$ cat config.mk
export PLATFORM = sky130hd
export DESIGN_NAME = owid_search
export DESIGN_NICKNAME = d
export VERILOG_FILES = /design/src/rtl/owid_pkg.sv /design/src/rtl/owid_branch.sv /design/src/rtl/owid_crc_ser.sv /design/src/rtl/owid_limits.sv /design/src/rtl/owid_search.sv
export SDC_FILE = /design/constraint.sdc
export NUM_CORES = 1
export LEC_CHECK = 0
export BUFFER_PORTS_ARGS = -buffer_cell sky130_fd_sc_hd__buf_2
export CAP_MARGIN = 25
export CORE_MARGIN = 5
export CORE_UTILIZATION = 30
export CTS_BUF_LIST = sky130_fd_sc_hd__clkbuf_8
export DETAILED_ROUTE_END_ITERATION = 7
export PLACE_DENSITY = 0.48
export SYNTH_ARGS = -nofsm -noshare
export SYNTH_HDL_FRONTEND = slang
export SYNTH_SLANG_ARGS = --single-unit
$ cat constraint.sdc
create_clock -name clk -period 2.8 [get_ports clk]
set_input_delay 0.56 -clock clk [delete_from_list [all_inputs] [get_ports clk]]
set_output_delay 0.56 -clock clk [all_outputs]
set_load 0.02 [all_outputs]
$ cat src/rtl/owid_pkg.sv
package owid_pkg;

  localparam logic [7:0] OWID_CRC_POLY = 8'h8C;

  typedef enum logic [2:0] {
    ST_IDLE,
    ST_CMD,
    ST_RD_T,
    ST_RD_C,
    ST_WR,
    ST_EMIT
  } owid_state_e;

  typedef struct packed {
    logic none;
    logic conflict;
    logic dir;
  } owid_pick_t;

  // one bit of the reflected CRC-8
  function automatic logic [7:0] owid_crc_step(input logic [7:0] crc, input logic din);
    logic fb;
    fb = crc[0] ^ din;
    return {1'b0, crc[7:1]} ^ (fb ? OWID_CRC_POLY : 8'h00);
  endfunction

  // direction choice from the read pair and the branch history
  function automatic owid_pick_t owid_pick(input logic t, input logic c, input logic prior_vld,
                                           input logic below, input logic at, input logic prev_bit);
    owid_pick_t p;
    p = '0;
    unique case ({t, c})
      2'b11: p.none = 1'b1;
      2'b10: p.dir  = 1'b1;
      2'b01: p.dir  = 1'b0;
      default: begin
        p.conflict = 1'b1;
        if (!prior_vld)  p.dir = 1'b0;
        else if (below)  p.dir = prev_bit;
        else             p.dir = at;
      end
    endcase
    return p;
  endfunction

endpackage

$ cat src/rtl/owid_branch.sv
module owid_branch
  import owid_pkg::*;
#(
  parameter int ID_BITS = 64,
  localparam int IDX_W = $clog2(ID_BITS)
) (
  input  logic               rd_t_i,
  input  logic               rd_c_i,
  input  logic [IDX_W-1:0]   idx_i,
  input  logic               prior_vld_i,
  input  logic [IDX_W-1:0]   prior_idx_i,
  input  logic [ID_BITS-1:0] prev_id_i,
  output owid_pick_t         pick_o
);

  logic below_prior;
  logic at_prior;

  assign below_prior = idx_i < prior_idx_i;
  assign at_prior    = idx_i == prior_idx_i;
  assign pick_o      = owid_pick(rd_t_i, rd_c_i, prior_vld_i, below_prior, at_prior,
                                 prev_id_i[idx_i]);

endmodule

$ cat src/rtl/owid_crc_ser.sv
module owid_crc_ser
  import owid_pkg::*;
(
  input  logic clk,
  input  logic rst_n,
  input  logic clr_i,
  input  logic en_i,
  input  logic din_i,
  output logic zero_o
);

  logic [7:0] crc_q;

  always_ff @(posedge clk or negedge rst_n) begin
    if (!rst_n)      crc_q <= '0;
    else if (clr_i)  crc_q <= '0;
    else if (en_i)   crc_q <= owid_crc_step(crc_q, din_i);
  end

  assign zero_o = crc_q == 8'h00;

endmodule

$ cat src/rtl/owid_limits.sv
module owid_limits #(
  parameter int MAX_RETRY = 5,
  parameter int MAX_PASS  = 11,
  localparam int RW = $clog2(MAX_RETRY + 1),
  localparam int PW = $clog2(MAX_PASS + 1)
) (
  input  logic clk,
  input  logic rst_n,
  input  logic clr_i,
  input  logic retry_i,
  input  logic pass_end_i,
  output logic retry_over_o,
  output logic pass_full_o
);

  logic [RW-1:0] retry_cnt;
  logic [PW-1:0] pass_cnt;

  assign retry_over_o = retry_cnt == RW'(MAX_RETRY);
  assign pass_full_o  = pass_cnt == PW'(MAX_PASS - 1);

  always_ff @(posedge clk or negedge rst_n) begin
    if (!rst_n) begin
      retry_cnt <= '0;
      pass_cnt  <= '0;
    end else begin
      if (clr_i || pass_end_i)              retry_cnt <= '0;
      else if (retry_i && !retry_over_o)    retry_cnt <= retry_cnt + 1'b1;
      if (clr_i)                            pass_cnt <= '0;
      else if (pass_end_i && pass_cnt != PW'(MAX_PASS)) pass_cnt <= pass_cnt + 1'b1;
    end
  end

  assert_retry_bound_R5: assert property (@(posedge clk) disable iff (!rst_n)
    retry_cnt <= RW'(MAX_RETRY));

  assert_retry_clear_R6: assert property (@(posedge clk) disable iff (!rst_n)
    (pass_end_i && !clr_i) |=> retry_cnt == '0);

  assert_pass_bound_R10: assert property (@(posedge clk) disable iff (!rst_n)
    pass_cnt <= PW'(MAX_PASS));

endmodule

$ cat src/rtl/owid_search.sv
module owid_search
  import owid_pkg::*;
#(
  parameter int ID_BITS   = 64,
  parameter int MAX_RETRY = 5,
  parameter int MAX_PASS  = 11,
  localparam int IDX_W = $clog2(ID_BITS)
) (
  input  logic               clk,
  input  logic               rst_n,
  input  logic               start_i,
  output logic               busy_o,
  output logic               cmd_req_o,
  input  logic               cmd_done_i,
  input  logic               cmd_ok_i,
  output logic               slot_req_o,
  output logic               slot_write_o,
  output logic               slot_wbit_o,
  input  logic               slot_done_i,
  input  logic               slot_rbit_i,
  output logic               id_valid_o,
  output logic [ID_BITS-1:0] id_value_o,
  output logic [7:0]         id_family_o,
  output logic               id_crc_ok_o,
  output logic               done_o,
  output logic               err_o
);

  owid_state_e        st;
  logic [IDX_W-1:0]   bit_idx;
  logic               rd_t;
  logic               dir_q;
  logic [ID_BITS-1:0] cur_id;
  logic [ID_BITS-1:0] prev_id;
  logic [IDX_W-1:0]   last_idx;
  logic               last_vld;
  logic [IDX_W-1:0]   prior_idx;
  logic               prior_vld;

  owid_pick_t pick;
  logic       retry_over;
  logic       pass_full;
  logic       crc_zero;

  // named internal events
  logic ev_start;
  logic ev_decide;
  logic ev_noresp;
  logic ev_wr_done;
  logic ev_last_bit;
  logic ev_pass_end;
  logic ev_begin;

  assign ev_start    = (st == ST_IDLE) && start_i;
  assign ev_decide   = (st == ST_RD_C) && slot_done_i;
  assign ev_noresp   = ev_decide && pick.none;
  assign ev_wr_done  = (st == ST_WR) && slot_done_i;
  assign ev_last_bit = bit_idx == IDX_W'(ID_BITS - 1);
  assign ev_pass_end = st == ST_EMIT;
  assign ev_begin    = ev_start || (ev_noresp && !retry_over) ||
                       (ev_pass_end && last_vld && !pass_full);

  owid_branch #(.ID_BITS(ID_BITS)) u_branch (
    .rd_t_i      (rd_t),
    .rd_c_i      (slot_rbit_i),
    .idx_i       (bit_idx),
    .prior_vld_i (prior_vld),
    .prior_idx_i (prior_idx),
    .prev_id_i   (prev_id),
    .pick_o      (pick)
  );

  owid_limits #(.MAX_RETRY(MAX_RETRY), .MAX_PASS(MAX_PASS)) u_limits (
    .clk          (clk),
    .rst_n        (rst_n),
    .clr_i        (ev_start),
    .retry_i      (ev_noresp),
    .pass_end_i   (ev_pass_end),
    .retry_over_o (retry_over),
    .pass_full_o  (pass_full)
  );

  owid_crc_ser u_crc (
    .clk    (clk),
    .rst_n  (rst_n),
    .clr_i  (ev_begin),
    .en_i   (ev_wr_done),
    .din_i  (dir_q),
    .zero_o (crc_zero)
  );

  always_ff @(posedge clk or negedge rst_n) begin
    if (!rst_n) begin
      st        <= ST_IDLE;
      bit_idx   <= '0;
      rd_t      <= 1'b0;
      dir_q     <= 1'b0;
      cur_id    <= '0;
      prev_id   <= '0;
      last_idx  <= '0;
      last_vld  <= 1'b0;
      prior_idx <= '0;
      prior_vld <= 1'b0;
      done_o    <= 1'b0;
      err_o     <= 1'b0;
    end else begin
      done_o <= 1'b0;
      err_o  <= 1'b0;
      unique case (st)
        ST_IDLE: if (start_i) prior_vld <= 1'b0;
        ST_CMD: begin
          if (cmd_done_i) begin
            if (cmd_ok_i) st <= ST_RD_T;
            else begin
              err_o <= 1'b1;
              st    <= ST_IDLE;
            end
          end
        end
        ST_RD_T: begin
          if (slot_done_i) begin
            rd_t <= slot_rbit_i;
            st   <= ST_RD_C;
          end
        end
        ST_RD_C: begin
          if (slot_done_i) begin
            if (pick.none) begin
              if (retry_over) begin
                err_o <= 1'b1;
                st    <= ST_IDLE;
              end
            end else begin
              dir_q <= pick.dir;
              if (pick.conflict && !pick.dir) begin
                last_idx <= bit_idx;
                last_vld <= 1'b1;
              end
              st <= ST_WR;
            end
          end
        end
        ST_WR: begin
          if (slot_done_i) begin
            cur_id[bit_idx] <= dir_q;
            if (ev_last_bit) st <= ST_EMIT;
            else begin
              bit_idx <= bit_idx + 1'b1;
              st      <= ST_RD_T;
            end
          end
        end
        ST_EMIT: begin
          prev_id   <= cur_id;
          prior_idx <= last_idx;
          prior_vld <= last_vld;
          if (!last_vld) begin
            done_o <= 1'b1;
            st     <= ST_IDLE;
          end else if (pass_full) begin
            err_o <= 1'b1;
            st    <= ST_IDLE;
          end
        end
        default: st <= ST_IDLE;
      endcase
      if (ev_begin) begin
        st       <= ST_CMD;
        bit_idx  <= '0;
        last_vld <= 1'b0;
        cur_id   <= '0;
      end
    end
  end

  assign busy_o       = st != ST_IDLE;
  assign cmd_req_o    = st == ST_CMD;
  assign slot_req_o   = (st == ST_RD_T) || (st == ST_RD_C) || (st == ST_WR);
  assign slot_write_o = st == ST_WR;
  assign slot_wbit_o  = dir_q;
  assign id_valid_o   = ev_pass_end;
  assign id_value_o   = cur_id;
  assign id_family_o  = cur_id[7:0];
  assign id_crc_ok_o  = crc_zero;

  assert_cmd_first_R1: assert property (@(posedge clk) disable iff (!rst_n)
    ev_start |=> (cmd_req_o && !slot_req_o));

  assert_forced_dir_R3: assert property (@(posedge clk) disable iff (!rst_n)
    (ev_decide && (rd_t ^ slot_rbit_i)) |=> (slot_write_o && slot_wbit_o == $past(rd_t)));

  assert_first_pass_zero_R4: assert property (@(posedge clk) disable iff (!rst_n)
    (ev_decide && !rd_t && !slot_rbit_i && !prior_vld) |=> (slot_write_o && !slot_wbit_o));

  assert_noresp_restart_R5: assert property (@(posedge clk) disable iff (!rst_n)
    ev_noresp |=> (cmd_req_o || err_o));

  assert_one_outcome_R9: assert property (@(posedge clk) disable iff (!rst_n)
    !(done_o && err_o));

  assert_cmd_fail_R11: assert property (@(posedge clk) disable iff (!rst_n)
    ((st == ST_CMD) && cmd_done_i && !cmd_ok_i) |=> (err_o && !busy_o && !slot_req_o));

endmodule

==> flow_metrics.py <==
metrics = {
    "setup_path": {
        "cp.arrival_ns": 2.90,
        "r2r-start": "bit_idx[2]$_DFFE_PN0P_",
        "start_kind": "flip-flop",
        "rrSetupSlack_ns": 0.25,
        "critPathKind": "flip-flop to flip-flop",
        "crit_fanout": 9,
        "crit_path_end_kind": "flip-flop",
        "timing.rr.end": "last_idx[0]$_DFFE_PN0P_",
        "required_ns": 3.15,
        "r2r_cells": 8,
    },
    "power": {
        "p_sw_w": 0.00189,
        "powerDensity_nw_per_um2": 588,
        "internal-power_w": 0.00366,
        "p_seq_share_pct": 47.6,
        "ir_drop_mv": 0.270,
        "p_leak_nw": 4.63,
        "p_sw_share_pct": 34.1,
        "pwr-share-clk_pct": 32.2,
        "comb_power_share_pct": 20.2,
    },
    "min_path": {
        "hold_path_class": "input port to asynchronous set/reset pin",
    },
    "timing": {
        "clock-skew-final_ns": 0.0126,
        "timing.final.ws_setup_ns": 0.246,
        "setup_tns_ns": 0,
        "report.final.slew_viol_count": 0,
        "finalWorstPathRequiredPeriod_ns": 2.55,
        "slew_headroom_pct": 45.2,
        "worst_pin_slew_ns": 0.822,
        "hold_viol": 0,
        "rsz0062_at_grt": "no",
        "setup_viol": 0,
        "period_share_pct": 91.2,
        "fmax_mhz": 392,
    },
    "place": {
        "place_ws_ns": 0.238,
        "dp_hpwl_um": 17300,
        "detailed_place.area_sq_um": 9060,
        "numPortBuffers": 87,
        "place_congestion": 0.893,
    },
    "final_layout": {
        "syn2layout_area_growth_pct": 15.6,
        "layout_commonest_cell": "nand2_1",
        "layout-drive-gt1-share_pct": 18.1,
        "fillers": 2826,
        "fin_util_pct": 35.2,
        "finalInstanceArea_sq_um": 9450,
        "antenna_cells": 0,
        "final_cell_mix": "259 x nand2_1, 169 x dfrtp_1, 87 x nor2_1",
        "fin_nets": 1016,
    },
    "floorplan": {
        "die_w_um": 175,
        "std_cell_rows": 60,
        "core_sq_um": 26900,
        "die-area_sq_um": 30700,
        "io_pins": 88,
        "die_y_um": 175,
        "start_util_pct": 30.4,
    },
    "routing": {
        "wl_per_cell_um": 18.7,
        "drtIter0Drc": 438,
        "met2_length_um": 11500,
        "vias": 6726,
        "highest_layer": "met4",
        "firstDrtPassIters": 5,
        "wl_met1_um": 12600,
        "post-route-drc-count": 0,
        "routed_via_density": 4.97,
        "ant_nets": 0,
        "routed-wl-met3_um": 906,
        "drt-total-wl_um": 25300,
    },
    "clocking": {
        "cts.sinks": 170,
        "holdBufCountCts": 0,
        "ctsResizeCount": 0,
        "ctsRootBufferMaster": "clkbuf_8",
        "tritoncts.num_buffers": 17,
        "clk_latency_ns": 0.46,
        "clk_pin_slew_ns": 0.09,
        "cts_setup_buffers": 0,
        "cts_tree": "yes",
        "htreeDepth": 4,
        "cts.path.max_buffers": 2,
    },
    "synthesis": {
        "syn_area_per_cell_sq_um": 8.84,
        "ys_ff_latch": 170,
        "synth-edff-count": 0,
        "ys_dominant_reg_cell": "dfrtp_1",
        "synth_area_sq_um": 8180,
        "synthDistinctLibCells": 52,
        "synth_top_cell_by_area": "dfrtp_1",
        "yosys-top-cells-area": "dfrtp_1 52%, nand2_1 12%, a21oi_1 4.4%",
        "async_flop_share_pct": 100,
        "netlist.area_leader.share_pct": 52.0,
        "synth_nets": 943,
        "ys_warn_count": 0,
        "ys_seq_area_share_pct": 52.0,
        "syn_inst": 925,
    },
    "grt": {
        "grt.total_usage_pct": 16.6,
        "grt_pass1_vias": 6756,
        "grt_max_degree": 50,
        "overflow": 0,
        "grt_pass1_wl_um": 40400,
        "antenna_found_initial": 0,
    },
    "flow_run": {
        "drv_cap": 0,
    },
    "outcome": {
        "status": "completed",
    },
}
==> per-stage QoR <==
| stage | total power (W) | instances | hold slack [ns] |
|---|---|---|---|
| final | 0.00556 | 1352 | 0.0371 |
| after global placement | 0.00383 | 1320 | 0.458 |
| after detailed placement | 0.00383 | 1320 | 0.463 |
| after global routing | 0.00585 | 1352 | 0.0591 |
| after floorplan | 0.00336 | 925 | 0.264 |
| after CTS | 0.00563 | 1352 | 0.0352 |
==> power groups by stage <==
stage	logic (W)	registers (W)	clock network, W
floorplan	0.000719	0.00264	0
finish	0.00112	0.00264	0.00179
global route	0.00123	0.00266	0.00196
global placement	0.00113	0.00270	0
CTS	0.00114	0.00265	0.00185
detailed placement	0.00114	0.00270	0
==> state kept, by name, indices dropped and copies added (netlist names), 3 cells and up <==
register,cells
u_crc.crc_q,8
st,3
bit_idx,6
id_value_o,64
u_limits.pass_cnt,4
last_idx,6
u_limits.retry_cnt,3
prior_idx,6
prev_id,64
==> per-layer routing <==
| layer | GRT usage (%) | up-vias |
|---|---|---|
| met3 | 2.68 | 23 |
| met5 | 0 | - |
| met2 | 25.3 | 146 |
| li1 | - | 3245 |
| met1 | 24.7 | 3312 |
| met4 | 4.09 | 0 |
==> logic make-up after synthesis <==
family	after synthesis	synth area share [%]
AOI/OAI and AO/OA	165	11.3
and+or+nand+nor	432	22.2
adders and majority gates	11	1.68
muxes	48	6.93
DFF	170	52.0
xor gates and xnor gates	9	0.963
buffers and inverters	90	4.86
==> worst max-delay path by stage <==
stage                                       from                        end  slack (ns)  depth (start not counted)
after detailed placement  bit_idx[2]$_DFFE_PN0P_    last_idx[2]$_DFFE_PN0P_        0.24                          8
after global routing      bit_idx[2]$_DFFE_PN0P_    last_idx[0]$_DFFE_PN0P_        0.04                          8
after CTS                 bit_idx[2]$_DFFE_PN0P_    last_idx[0]$_DFFE_PN0P_        0.23                          8
final                     bit_idx[2]$_DFFE_PN0P_    last_idx[0]$_DFFE_PN0P_        0.25                          8
after floorplan                st[2]$_DFFE_PN0P_  id_value_o[7]$_DFFE_PN0P_        0.39                         10
after global placement    bit_idx[0]$_DFFE_PN0P_    last_idx[2]$_DFFE_PN0P_        0.32                         10
==> cell usage after synthesis, types with 2 or more instances <==
library cell	n
a211oi_1	2
a21o_1	3
a21oi_1	72
a221o_1	2
a221oi_1	3
a31oi_1	8
and2_1	2
and3_1	4
buf_1	6
buf_2	12
buf_4	10
clkbuf_1	41
clkinv_1	2
dfrtp_1	170
ha_1	11
inv_1	17
mux2_2	5
mux2_4	6
mux2i_1	33
mux4_2	4
nand2_1	260
nand2b_1	3
nand3_1	22
nand4_1	20
nor2_1	87
nor2_2	2
nor2b_1	8
nor3_1	7
nor3b_1	2
o211ai_1	2
o21ai_0	61
o221ai_1	2
o22ai_1	2
or2_2	3
or3_1	6
or4_1	2
xnor2_1	5
xor2_1	4
==> worst max-delay path, stage by stage (launching register included) <==
cell and delay (ns):
dfrtp_1 0.52, clkinv_1 0.37, a221oi_1 0.33, o211ai_1 0.14, o2111ai_1 0.13, and3b_1 0.24, a31oi_4 0.13, nor2_4 0.25
mux2_4 0.32
==> area by class of cell <==
| class | count | area, sq um | area share [%] |
|---|---|---|---|
| flip-flops and latches | 170 | 4260 | 45.0 |
| multi-input cells | 665 | 3530 | 37.4 |
| repair buffers | 124 | 769 | 8.14 |
| well taps | 341 | 427 | 4.51 |
| clock buffers | 17 | 234 | 2.47 |
| clock inverters | 15 | 160 | 1.69 |
| inverters | 20 | 75.1 | 0.794 |
Note: power is estimated with default switching activity, not from simulation.
